==> src/rtl/ddr_tpg_pkg.sv <==
package ddr_tpg_pkg;

    localparam int SLOTS  = 16;
    localparam int LANES  = 2;
    localparam int CYCLES = SLOTS / LANES;
    localparam int PH_W   = $clog2(CYCLES);
    localparam int SEL_W  = 4;

    typedef logic [SLOTS-1:0] frame_word_t;
    typedef logic [PH_W-1:0]  phase_t;
    typedef logic [SEL_W-1:0] sel_t;

    typedef enum logic [1:0] {
        FAM_SQUARE     = 2'd0,
        FAM_HIGH_PULSE = 2'd1,
        FAM_LOW_PULSE  = 2'd2,
        FAM_OFF        = 2'd3
    } family_e;

    typedef struct packed {
        logic odd;
        logic even;
    } slot_pair_t;

    // Slot i of the frame is bit i of the returned word.
    function automatic frame_word_t build_word(sel_t sel);
        frame_word_t w;
        family_e     fam;
        int          idx;
        fam = family_e'(sel[SEL_W-1:SEL_W-2]);
        idx = int'(sel[1:0]);
        w   = '0;
        for (int i = 0; i < SLOTS; i++) begin
            case (fam)
                FAM_SQUARE:     w[i] = (((i >> idx) & 1) == 0);
                FAM_HIGH_PULSE: w[i] = (i <= idx);
                FAM_LOW_PULSE:  w[i] = (i > idx);
                default:        w[i] = 1'b0;
            endcase
        end
        return w;
    endfunction

endpackage

==> src/rtl/tpg_pattern_rom.sv <==
module tpg_pattern_rom
    import ddr_tpg_pkg::*;
(
    input  logic [SEL_W-1:0] sel,
    output logic [SLOTS-1:0] word
);
    always_comb word = build_word(sel);
endmodule

==> src/rtl/tpg_phase_ctr.sv <==
module tpg_phase_ctr
    import ddr_tpg_pkg::*;
(
    input  logic            clk,
    input  logic            rst,
    output logic [PH_W-1:0] phase,
    output logic            last_cycle
);
    localparam phase_t LAST = phase_t'(CYCLES - 1);

    phase_t ph_q;

    // Reset parks on the last cycle so the first edge after release loads a frame.
    always_ff @(posedge clk) begin
        if (rst)               ph_q <= LAST;
        else if (ph_q == LAST) ph_q <= '0;
        else                   ph_q <= ph_q + phase_t'(1);
    end

    assign phase      = ph_q;
    assign last_cycle = (ph_q == LAST);
endmodule

==> src/rtl/tpg_slot_mux.sv <==
module tpg_slot_mux
    import ddr_tpg_pkg::*;
(
    input  logic [SLOTS-1:0] word,
    input  logic [PH_W-1:0]  phase,
    output logic [LANES-1:0] lanes
);
    for (genvar l = 0; l < LANES; l++) begin : g_lane
        always_comb lanes[l] = word[int'(phase) * LANES + l];
    end
endmodule

==> src/rtl/ddr_pattern_gen.sv <==
module ddr_pattern_gen
    import ddr_tpg_pkg::*;
(
    input  logic       clk,
    input  logic       rst,
    input  logic [3:0] pat_sel,
    output logic [1:0] ddr_out,
    output logic       frame_start
);
    frame_word_t next_word;
    frame_word_t cur_word;
    phase_t      phase;
    logic        last_cycle;
    logic [LANES-1:0] lanes;
    slot_pair_t  pair;

    tpg_pattern_rom u_rom (
        .sel  (pat_sel),
        .word (next_word)
    );

    tpg_phase_ctr u_phase (
        .clk        (clk),
        .rst        (rst),
        .phase      (phase),
        .last_cycle (last_cycle)
    );

    // The frame word is latched only at a frame boundary.
    always_ff @(posedge clk) begin
        if (rst)             cur_word <= '0;
        else if (last_cycle) cur_word <= next_word;
    end

    tpg_slot_mux u_mux (
        .word  (cur_word),
        .phase (phase),
        .lanes (lanes)
    );

    assign pair        = slot_pair_t'(lanes);
    assign ddr_out     = {pair.odd, pair.even};
    assign frame_start = (phase == '0);
endmodule

==> config.mk <==
export PLATFORM = sky130hd
export DESIGN_NAME = ddr_pattern_gen
export DESIGN_NICKNAME = d
export VERILOG_FILES = /design/src/rtl/ddr_tpg_pkg.sv /design/src/rtl/tpg_pattern_rom.sv /design/src/rtl/tpg_phase_ctr.sv /design/src/rtl/tpg_slot_mux.sv /design/src/rtl/ddr_pattern_gen.sv
export SDC_FILE = /design/constraint.sdc
export NUM_CORES = 1
export LEC_CHECK = 0
export ABC_AREA = 1
export CORE_UTILIZATION = 30
export CTS_BUF_LIST = sky130_fd_sc_hd__clkbuf_16
export DETAILED_ROUTE_END_ITERATION = 8
export GPL_ROUTABILITY_DRIVEN = 0
export GPL_TIMING_DRIVEN = 0
export SYNTH_ARGS = -nofsm -noshare
export SYNTH_HDL_FRONTEND = slang
export SYNTH_SLANG_ARGS = --single-unit
==> constraint.sdc <==
create_clock -name clk -period 2.6 [get_ports clk]
set_input_delay 0.65 -clock clk [delete_from_list [all_inputs] [get_ports clk]]
set_output_delay 0.65 -clock clk [all_outputs]
set_load 0.1 [all_outputs]
Yosys cells after proc, flatten, opt, wreduce, memory -nomap -nowiden
Index checks and enable logic that the tools add are counted.
{"block": "op_classes", "n_addsub": 2, "order_cmp": 8, "n_eq_ne": 3, "shift": 16, "n_mux": 22, "reduce_logical": 18}
{"cell": "32-bit zero test", "count": 16}
{"cell": "32-bit by 6-bit < comparator with 1-bit output, second input constant", "count": 1}
{"cell": "4-bit by 2-bit right shift with 1-bit output, first input constant", "count": 8}
{"cell": "1-bit case mux with 2 select lines", "count": 13}
{"cell": "3-bit by 2-bit right shift with 1-bit output, first input constant", "count": 4}
{"cell": "1-bit case mux with 3 select lines", "count": 3}
{"cell": "4-bit by 1-bit adder with 5-bit output, second input constant", "count": 1}
{"cell": "4-bit by 5-bit < comparator with 1-bit output, second input constant", "count": 1}
{"cell": "1-bit binary-select mux with 4-bit select", "count": 1}
{"cell": "2-bit > comparator, first input constant", "count": 2}
{"cell": "2-bit <= comparator, first input constant", "count": 2}
{"cell": "1-bit by 2-bit right shift with 1-bit output, first input constant", "count": 2}
{"cell": "2-bit by 2-bit right shift with 1-bit output, first input constant", "count": 2}
{"cell": "3-bit by 1-bit adder with 3-bit output, second input constant", "count": 1}
{"cell": "1-bit binary-select mux with 3-bit select", "count": 1}
{"cell": "3-bit equality test, second input constant", "count": 1}
{"cell": "3-bit zero test", "count": 1}
{"cell": "1-bit two-way mux", "count": 3}
{"cell": "3-bit two-way mux", "count": 1}
{"cell": "2-bit by 1-bit equality test with 1-bit output, second input constant", "count": 1}
{"cell": "2-bit equality test, second input constant", "count": 1}
{"cell": "1-bit by 2-bit > comparator with 1-bit output, first input constant", "count": 1}
{"cell": "1-bit by 2-bit <= comparator with 1-bit output, first input constant", "count": 1}
{"cell": "2-bit zero test", "count": 1}
{"block": "word_totals", "reg_bits": 19, "out_inout_bits": 3}

Longest topological paths before layout
Gate-level depths: netlist (run 1).
{"block": "depth", "ltp_word": 4, "mapped_depth": 8, "mapped_depth_nobuf": 8}

Cells and area by module
Synthesis (run 1) repeated with hierarchy kept, for this count alone.
{"block": "hier_totals", "hier_cells": 221, "area_unflattened_um2": 1315.0}
{"mod": "ddr_pattern_gen", "n_inst": 1, "cells_per_inst": 102, "area_per_inst_um2": 675.6, "seq_area_each_um2": 320.3}
{"mod": "tpg_pattern_rom", "n_inst": 1, "cells_per_inst": 56, "area_per_inst_um2": 302.8, "seq_area_each_um2": 0.0}
{"mod": "tpg_slot_mux", "n_inst": 1, "cells_per_inst": 54, "area_per_inst_um2": 230.2, "seq_area_each_um2": 0.0}
{"mod": "tpg_phase_ctr", "n_inst": 1, "cells_per_inst": 9, "area_per_inst_um2": 106.4, "seq_area_each_um2": 60.1}

Worst setup path after synthesis (run 1)
OpenSTA, ideal clock, no wires.
{"block": "synth_path", "path_type": "reg2out", "start": "register u_phase.ph_q[1] (netlist: u_phase.phase[1])", "end": "output port frame_start", "t_arrival_ns": 1.878, "setup_slack_ns": 0.072, "path_stages_with_launch": 5, "path_buffers": 0, "cell_sequence": "dfxtp_1 > inv_1 > ha_1 > inv_1 > nor2_1"}
{"block": "synth_between", "elab_chain_len": 1}
{"item": "start, declared", "line": "tpg_phase_ctr.sv:11", "source": "phase_t ph_q;"}
{"item": "start signal, assigned", "line": "tpg_phase_ctr.sv:17", "source": "else ph_q <= ph_q + phase_t'(1);"}
{"item": "3-bit zero test", "line": "ddr_pattern_gen.sv:43", "source": "assign frame_start = (phase == '0);"}
{"item": "end, declared", "line": "ddr_pattern_gen.sv:8", "source": "output logic frame_start"}
No other way between the ends.

Worst setup path after layout (run 1)
{"block": "layout_path", "start": "register u_phase.ph_q[0] (netlist: u_phase.phase[0])", "end": "output port ddr_out[0]"}
{"block": "layout_between", "elab_chain_len": 2}
{"item": "1-bit binary-select mux with 3-bit select", "line": "tpg_slot_mux.sv:9", "source": "always_comb lanes[l] = word[int'(phase) * LANES + l];"}
{"item": "1-bit two-way mux (implied by the code)", "line": "tpg_slot_mux.sv:9"}
{"item": "end, declared", "line": "ddr_pattern_gen.sv:7", "source": "output logic [1:0] ddr_out,"}
No other way between the ends. The select of a mux whose other input is x is not followed.

==> results of run 1 <==
[sequential cells by signal, indices dropped and copies added, names as in the netlist]
name,count
cur_word,16
u_phase.phase,3
[cell type report]
class                   count  area, um2
repair buffers              6       51.3
clock inverters             1       3.75
multi-input cells         114        613
plain buffers               7       55.1
clock buffers               3       75.1
well taps                  46       57.6
flip-flops and latches     19        380
fillers                   369       2140
inverters                  11       43.8
[metal layers]
| layer | wire, um | part of all wire | track usage | vias to the layer above |
|---|---|---|---|---|
| li1 | - | - | - | 503 |
| met3 | 111 | 0.051 | 0.0202 | 2 |
| met4 | 24 | 0.011 | 0.0698 | 0 |
| met5 | 0 | 0 | 0 | - |
| met2 | 975 | 0.45 | 0.194 | 26 |
| met1 | 1060 | 0.49 | 0.150 | 412 |
[report_power, final]
| part | total, mW | internal [mW] | switching [mW] |
|---|---|---|---|
| logic | 0.312 | 0.102 | 0.211 |
| registers | 0.359 | 0.332 | 0.0273 |
| clock network | 0.310 | 0.204 | 0.106 |
[logic make-up after synthesis]
kind of cell	count (synthesis)
simple gates	68
compound gates	35
buf+inv	18
fa+ha+maj	11
flops	19
[cells in the mapped netlist]
cell | n | share of area
sky130_fd_sc_hd__buf_4 | 1 | 0.0069
sky130_fd_sc_hd__o21ai_2 | 5 | 0.040
sky130_fd_sc_hd__nand2_1 | 47 | 0.16
sky130_fd_sc_hd__o211ai_1 | 1 | 0.0069
sky130_fd_sc_hd__inv_2 | 2 | 0.0069
sky130_fd_sc_hd__buf_6 | 3 | 0.031
sky130_fd_sc_hd__clkbuf_1 | 1 | 0.0034
sky130_fd_sc_hd__a21oi_1 | 15 | 0.069
sky130_fd_sc_hd__or2_2 | 2 | 0.011
sky130_fd_sc_hd__inv_1 | 8 | 0.027
sky130_fd_sc_hd__nand3_2 | 1 | 0.0092
sky130_fd_sc_hd__a21oi_2 | 1 | 0.0080
sky130_fd_sc_hd__nand3_1 | 1 | 0.0046
sky130_fd_sc_hd__o21ai_0 | 13 | 0.060
sky130_fd_sc_hd__inv_4 | 1 | 0.0057
sky130_fd_sc_hd__dfxtp_1 | 19 | 0.35
sky130_fd_sc_hd__nor2_4 | 1 | 0.010
sky130_fd_sc_hd__buf_2 | 2 | 0.0092
sky130_fd_sc_hd__nor2_1 | 16 | 0.055
sky130_fd_sc_hd__ha_1 | 11 | 0.13
[path summary, 6_finish.rpt]
check                                                  from                        to  slack [ns]  cells past startpoint
worst min-delay path               cur_word[7]$_SDFFE_PP0N_  cur_word[7]$_SDFFE_PP0N_        0.46                      2
worst max-delay path            u_phase.phase[0]$_SDFF_PP1_                ddr_out[0]        0.17                      6
worst min register to register     cur_word[7]$_SDFFE_PP0N_  cur_word[7]$_SDFFE_PP0N_        0.46                      2
worst max register to register  u_phase.phase[1]$_SDFF_PP1_  cur_word[4]$_SDFFE_PP0N_        1.16                      8
[critical path, cell delays in order, from the launching register on]
cell	delay [ns]
sky130_fd_sc_hd__dfxtp_1	0.37
sky130_fd_sc_hd__buf_2	0.22
sky130_fd_sc_hd__o21ai_0	0.09
sky130_fd_sc_hd__o21ai_0	0.17
sky130_fd_sc_hd__nand2_1	0.07
sky130_fd_sc_hd__nand2_1	0.06
sky130_fd_sc_hd__clkdlybuf4s15_2	0.54
[stage by stage]
step | util | area [um2] | cells | power [mW] | setup WS (ns)
6_report | 0.375 | 1280 | 207 | 0.982 | 0.171
5_1_grt | 0.375 | 1280 | 207 | 1.04 | 0.0626
4_1_cts | 0.378 | 1290 | 207 | 0.997 | 0.0646
3_5_place_dp | 0.354 | 1210 | 203 | 0.684 | -0.166
3_3_place_gp | 0.354 | 1210 | 203 | 0.680 | -0.146
2_1_floorplan | - | 1090 | 151 | 0.613 | 0.0722
[what timing repair did]
item / 4_1_cts / 5_1_grt
endpoints found under the setup margin: 3 / 2
buffers inserted: 0 / 0
gates resized for setup: 7 / 4
pin swaps: 0 / 0
==> results.cfg, run 1 <==
[sta]
timing.clock.skew_ns = 0.00149
hold_violations = 0
timing_max_transition_violations_final = 0
setup_total_negative_slack_ns = 0
worst_pin_slew_ns = 0.540
worst_slew_margin_rel = 0.642
timing.hold.ws_ns = 0.465
rsz_0062_raised_after_global_routing = false
layout_min_cycle_time_ns = 2.43
timing.fmax_mhz = 412
final-setup-viol-count = 0
final_min_period_over_clock_period = 0.934

[clock_tree]
cts_max_path_buffers = 2
path_clk_slew_ns = 0.05
cts-htree-levels = 1
clock-sinks = 19
worstSkewPairLatency_ns = 0.25
cts_inserted_buffers = 3
clock_tree_from_tritoncts = done
root_buffer = sky130_fd_sc_hd__clkbuf_16
cts_hold_repair.buffers = 0

[die]
total_number_of_placement_rows = 21
fp.coreArea_mm2 = 0.00342
die_w_um = 62.3
die_area_mm2 = 0.00389
dieHeight_um = 62.3
ioPinCount = 9
initial_core_util = 0.320

[power]
p_per_area_mw_per_mm2 = 767
total_leakage_power_nw = 0.565
peakVddDrop_v = 0.000234

[synthesis]
synth-simple-area-share = 0.252
synth-compound-area-share = 0.183
post_synth_mux_area_share = 0
ys_types = 20
synth.cell_area_mm2 = 0.00109
postSynthAreaPerCell_um2 = 7.23
yosys_warnings = 0
ffs_latches_synth = 19
postSynthCellCount = 151
synth-adder-area-share = 0.126
synth_top_family_by_area = simple AND/OR/NAND/NOR gates
synth_xor_xnor_area_share = 0
synth_sequential_area_ratio = 0.348
postSynthNetCount = 168

[finish]
num_antenna_cells = 0
layout.cells.most_common = sky130_fd_sc_hd__nand2_1
num-nets-final = 179
post_route_cells_drive_above_1_share = 0.155
commonest_cells_after_routing_fill_and_taps_aside = 47 x sky130_fd_sc_hd__nand2_1, 19 x sky130_fd_sc_hd__dfxtp_1, 16 x sky130_fd_sc_hd__nor2_1, 15 x sky130_fd_sc_hd__a21oi_1, 13 x sky130_fd_sc_hd__o21ai_0
layout-area-overhead-vs-synth_pct = 17.2

[worst_setup_path]
worstPathRequired_ns = 1.95
kind_of_capture_point_of_the_worst_setup_path = primary output
worstPathArrival_ns = 1.78
timing_worst_setup_path_type = reg2out
crit_path_start_kind = flip-flop
critical_path_peak_fanout = 10

[routing]
viasPerCell = 4.56
detailed_router_s_first_iteration_violation_count = 29
route.vias.total = 943
detail_route.first_pass.iterations = 4
ant_nets = 0
avgRoutedWirePerCell_um = 10.5
routed_wirelength_um = 2170
remaining_drc_errors = 0

[global_routing]
gr-usage-all-layers = 0.120
number_of_global_route_vias_before_repair = 851
grt.overflow.total = 0
grt_pass1_wl_um = 3650
grt_antenna_before_repair = 0
grt_start_max_net_pins = 11

[hold_path]
worstHoldPathType = reg2reg

[placed_design]
numPortBuffers = 6
dpl.hpwl_um = 1610

[run]
maxCapViolCount = 0

[outcome]
outcome = complete, no violations
No activity file was read; power rests on OpenSTA's default activity.
==> run 2, diff against run 1 <==
Settings changed: CELL_PAD_IN_SITES_DETAIL_PLACEMENT set to 2, CELL_PAD_IN_SITES_GLOBAL_PLACEMENT set to 2, PLACE_DENSITY_LB_ADDON set to 0.1.
Clock period 2.6 ns to 2.92 ns, I/O delays scaled along.
==> results.cfg, run 2 (synthesis gave the netlist of run 1 again) <==
[worst_setup_path]
kind_of_capture_point_of_the_worst_setup_path = primary output
crit_path_start_kind = flip-flop
timing.critical_path.slowest_stage_cell = sky130_fd_sc_hd__dlygate4sd2_1
max_stage_delay_ns = 0.85
cp_num_buf_inv = 3
critical_path_peak_fanout = 6
path_common_cell = sky130_fd_sc_hd__inv_1
critical-path-top-delay-family = buffers and inverters
cells_traversed_along_the_worst_timing_path = inv_1 -> ha_1 -> inv_1 -> nor2_1 -> dlygate4sd2_1
worstPathRequired_ns = 2.19
worstPathArrival_ns = 1.94
timing_worst_setup_path_type = reg2out

[finish]
commonest_cells_after_routing_fill_and_taps_aside = 47 x sky130_fd_sc_hd__nand2_1, 19 x sky130_fd_sc_hd__dfxtp_1, 16 x sky130_fd_sc_hd__nor2_1, 15 x sky130_fd_sc_hd__a21oi_1, 13 x sky130_fd_sc_hd__o21ai_0
num_antenna_cells = 0
number_of_flip_flops_under_the_largest_register_name = 16
num-nets-final = 179
layout-area-overhead-vs-synth_pct = 17.1
layout.cells.most_common = sky130_fd_sc_hd__nand2_1
top_register = cur_word
fin_area_mm2 = 0.00128
fill_cells = 418
post_route_cells_drive_above_1_share = 0.155

[hold_path]
worstHoldPathType = reg2reg

[clock_tree]
clock-sinks = 19
cts-htree-levels = 1
cts_max_path_buffers = 2
cts_inserted_buffers = 3
worstSkewPairLatency_ns = 0.25
root_buffer = sky130_fd_sc_hd__clkbuf_16
clock_tree_from_tritoncts = done
cts_hold_repair.buffers = 0
path_clk_slew_ns = 0.06
post-cts-setup-buffers = 0

[power]
power.total_mw = 0.890
p_switching_mw = 0.323
p_per_area_mw_per_mm2 = 696
power_switching_share = 0.363
power_frac_comb = 0.325
peakVddDrop_v = 0.000190
internal_power_mw = 0.567
clkPwrFrac = 0.316
power.share.sequential = 0.359
total_leakage_power_nw = 0.567

[global_routing]
gr-usage-all-layers = 0.160
grt_antenna_before_repair = 0
grt_pass1_wl_um = 4870
number_of_global_route_vias_before_repair = 1055
grt.overflow.total = 0
grt_start_max_net_pins = 12

[placed_design]
numPortBuffers = 6
postPlaceCellArea_mm2 = 0.00121
pre_cts_ws_ns = 0.0360
dpl.hpwl_um = 2170

[sta]
rsz_0062_raised_after_global_routing = false
layout_min_cycle_time_ns = 2.67
timing.fmax_mhz = 375
setup_total_negative_slack_ns = 0
final_min_period_over_clock_period = 0.913
final-setup-viol-count = 0
timing.hold.ws_ns = 0.468
worst_slew_margin_rel = 0.370
worst_pin_slew_ns = 0.949
timing.clock.skew_ns = 0.00338
setup_ws_ns = 0.255
hold_violations = 0
timing_max_transition_violations_final = 0

[routing]
avgRoutedWirePerCell_um = 13.4
detail_route.first_pass.iterations = 4
met2WireLength_um = 1320
highest_layer = met4
remaining_drc_errors = 0
ant_nets = 0
viasPerCell = 4.63
detailroute.wirelength.met3_um = 26
route.vias.total = 958
route.layer.met1.wl_um = 1380
routed_wirelength_um = 2770
detailed_router_s_first_iteration_violation_count = 11

[run]
maxCapViolCount = 0

[die]
dieHeight_um = 62.3
die_area_mm2 = 0.00389
ioPinCount = 9
total_number_of_placement_rows = 21
die_w_um = 62.3
fp.coreArea_mm2 = 0.00342
initial_core_util = 0.320

[outcome]
outcome = complete, no violations
run 2: changes by cell type in the layout (fill, tap and decap cells not counted):
cell,previous run,this run
sky130_fd_sc_hd__clkinv_2,0,1
sky130_fd_sc_hd__inv_1,9,8
sky130_fd_sc_hd__buf_2,3,2
sky130_fd_sc_hd__dlygate4sd2_1,0,1
sky130_fd_sc_hd__clkdlybuf4s15_2,1,0
sky130_fd_sc_hd__clkbuf_2,1,2
run 2: cell type report:
class,instances,area [um2],share of cell area
Multi-Input combinational cell,114,613,0.479
Inverter,11,43.8,0.0342
Tap cell,46,57.6,0.0450
Clock inverter,1,5.00,0.00391
Sequential cell,19,380,0.297
Clock buffer,3,75.1,0.0587
Timing Repair Buffer,6,48.8,0.0382
Buffer,7,55.1,0.0431
run 2: worst reg2reg max path: stages (launching register included):
cell and delay [ns]:
sky130_fd_sc_hd__dfxtp_1 0.43, sky130_fd_sc_hd__ha_1 0.19, sky130_fd_sc_hd__ha_1 0.15, sky130_fd_sc_hd__buf_6 0.14, sky130_fd_sc_hd__inv_4 0.06, sky130_fd_sc_hd__nor2_4 0.09
sky130_fd_sc_hd__buf_6 0.15, sky130_fd_sc_hd__nand2_1 0.09, sky130_fd_sc_hd__a21oi_1 0.14
run 2: worst paths after layout:
| kind | from | to | cells after the start | slack (ns) |
|---|---|---|---|---|
| worst max-delay path | u_phase.phase[1]$_SDFF_PP1_ | frame_start | 5 | 0.25 |
| worst max register to register | u_phase.phase[1]$_SDFF_PP1_ | cur_word[14]$_SDFFE_PP0N_ | 8 | 1.41 |
| worst min-delay path | cur_word[10]$_SDFFE_PP0N_ | cur_word[10]$_SDFFE_PP0N_ | 2 | 0.47 |
| worst min register to register | cur_word[10]$_SDFFE_PP0N_ | cur_word[10]$_SDFFE_PP0N_ | 2 | 0.47 |
run 2: power groups by stage:
stage | clock [mW] | sequential (mW) | combinational (mW)
after global placement | 0 | 0.324 | 0.293
after global routing | 0.303 | 0.325 | 0.326
final | 0.281 | 0.320 | 0.289
after floorplan | 0 | 0.317 | 0.229
after CTS | 0.289 | 0.321 | 0.297
after detailed placement | 0 | 0.326 | 0.301
run 2: layer usage:
metal	up-vias	global-route usage
met1	444	0.208
met4	0	0.0698
met2	11	0.279
met3	4	0
met5	-	0
li1	499	-
run 2: metrics by stage:
stage,utilization,cells
final,0.374,207
after global routing,0.374,207
after CTS,0.377,207
after detailed placement,0.354,203
after global placement,0.354,203
after floorplan,-,151
run 2: timing repair:
| item | 4_1_cts | 5_1_grt |
|---|---|---|
| setup endpoints to repair | 3 | 2 |
| gates cloned | 0 | 0 |
| gates resized for setup | 3 | 4 |
==> run 3, diff against run 2 <==
Settings changed: CORE_UTILIZATION 30 to 34, SLEW_MARGIN set to 20.
==> results.cfg, run 3 (synthesis gave the netlist of run 1 again) <==
[global_routing]
number_of_global_route_vias_before_repair = 1067
gr-usage-all-layers = 0.207
grt.overflow.total = 0
grt_start_max_net_pins = 12
grt_pass1_wl_um = 5170
grt_antenna_before_repair = 0

[finish]
fill_cells = 384
fin_area_mm2 = 0.00128
post_route_cells_drive_above_1_share = 0.155
reg_area_um2 = 380
layout-area-overhead-vs-synth_pct = 16.8
multi_input_area_um2 = 613
number_of_flip_flops_under_the_largest_register_name = 16
num-nets-final = 179
top_register = cur_word
commonest_cells_after_routing_fill_and_taps_aside = 47 x sky130_fd_sc_hd__nand2_1, 19 x sky130_fd_sc_hd__dfxtp_1, 16 x sky130_fd_sc_hd__nor2_1, 15 x sky130_fd_sc_hd__a21oi_1, 13 x sky130_fd_sc_hd__o21ai_0
layout.cells.most_common = sky130_fd_sc_hd__nand2_1
num_antenna_cells = 0

[hold_path]
worstHoldPathType = reg2reg
hold_path.startpoint = cur_word[15]$_SDFFE_PP0N_
whs_endpoint = cur_word[15]$_SDFFE_PP0N_
worst_hold_path.num_cells = 2

[sta]
setup_ws_ns = 0.239
timing.fmax_mhz = 373
rsz_0062_raised_after_global_routing = false
final_min_period_over_clock_period = 0.918
worst_pin_slew_ns = 0.951
final-setup-viol-count = 0
hold_violations = 0
setup_total_negative_slack_ns = 0
worst_slew_margin_rel = 0.369
timing_max_transition_violations_final = 0
layout_min_cycle_time_ns = 2.68
timing.clock.skew_ns = 0.000852

[worst_setup_path]
timing_worst_setup_path_type = reg2out
worstPathRequired_ns = 2.19
regToRegEndpoint = cur_word[8]$_SDFFE_PP0N_
rrSetupSlack_ns = 1.39
kind_of_capture_point_of_the_worst_setup_path = primary output
r2r_cells = 8
worstPathArrival_ns = 1.95
crit_path_start_kind = flip-flop
critical_path_peak_fanout = 6
crit-reg2reg-launch = u_phase.phase[1]$_SDFF_PP1_

[clock_tree]
worstSkewPairLatency_ns = 0.25
clock-sinks = 19
root_buffer = sky130_fd_sc_hd__clkbuf_16
post-cts-setup-buffers = 0
cts-htree-levels = 1
cts_max_path_buffers = 2
cts_inserted_buffers = 3
path_clk_slew_ns = 0.05
clock_tree_from_tritoncts = done

[die]
fp.coreArea_mm2 = 0.00305
die_w_um = 58.7
die_area_mm2 = 0.00344
total_number_of_placement_rows = 20
ioPinCount = 9
initial_core_util = 0.358
dieHeight_um = 58.7

[run]
maxCapViolCount = 0

[outcome]
outcome = complete, no violations

[routing]
route.vias.total = 988
detailed_router_s_first_iteration_violation_count = 22
ant_nets = 0
avgRoutedWirePerCell_um = 15.0
viasPerCell = 4.82
detail_route.first_pass.iterations = 4
routed_wirelength_um = 3080
remaining_drc_errors = 0

[power]
power.total_mw = 0.898
p_per_area_mw_per_mm2 = 704
peakVddDrop_v = 0.000216
total_leakage_power_nw = 0.567

[placed_design]
pre_cts_ws_ns = 0.0432
postPlaceCellArea_mm2 = 0.00121
numPortBuffers = 6
dpl.hpwl_um = 2330
run 3: worst max path at each step:
stage          cells past startpoint  slack (ns)                        start          end
5_1_grt                            5        0.15  u_phase.phase[1]$_SDFF_PP1_  frame_start
6_report                           5        0.24  u_phase.phase[1]$_SDFF_PP1_  frame_start
3_3_place_gp                       8        0.06  u_phase.phase[0]$_SDFF_PP1_   ddr_out[1]
2_1_floorplan                      4        0.31  u_phase.phase[1]$_SDFF_PP1_  frame_start
4_1_cts                            8        0.04  u_phase.phase[0]$_SDFF_PP1_   ddr_out[1]
3_5_place_dp                       8        0.04  u_phase.phase[0]$_SDFF_PP1_   ddr_out[1]
run 3: layer usage:
layer / global-route usage / routed length, um / part of all wire
met1: 0.233 / 1330 / 0.43
met5: 0 / 0 / 0
met3: 0.0198 / 48 / 0.016
met2: 0.396 / 1650 / 0.54
met4: 0.0816 / 49 / 0.016
run 3: per-stage QoR:
step	util	hold WS (ns)	instances
6_report	0.418	0.479	205
5_1_grt	0.418	0.501	205
4_1_cts	0.420	0.483	205
3_5_place_dp	0.395	0.466	201
3_3_place_gp	0.395	0.458	201
2_1_floorplan	-	0.440	151
run 3: critical path, stage by stage, from the launching register on:
cell,delay (ns)
sky130_fd_sc_hd__dfxtp_1,0.36
sky130_fd_sc_hd__inv_1,0.19
sky130_fd_sc_hd__ha_1,0.19
sky130_fd_sc_hd__inv_1,0.04
sky130_fd_sc_hd__nor2_1,0.07
sky130_fd_sc_hd__dlygate4sd2_1,0.85
run 3: cell type report:
class	count	share of cell area
clock inverters	1	0.00392
inverters	11	0.0343
well taps	44	0.0431
repair buffers	6	0.0382
plain buffers	7	0.0431
flip-flops and latches	19	0.298
multi-input cells	114	0.480
clock buffers	3	0.0588
run 3: timing repair:
item	in CTS	in global routing
gates resized for setup	3	4
hold buffers	0	0
setup endpoints to repair	3	2
run 3: where the power goes:
part / internal, mW / switching [mW]
Combinational: 0.0885 / 0.202
Sequential: 0.295 / 0.0270
Clock: 0.184 / 0.101
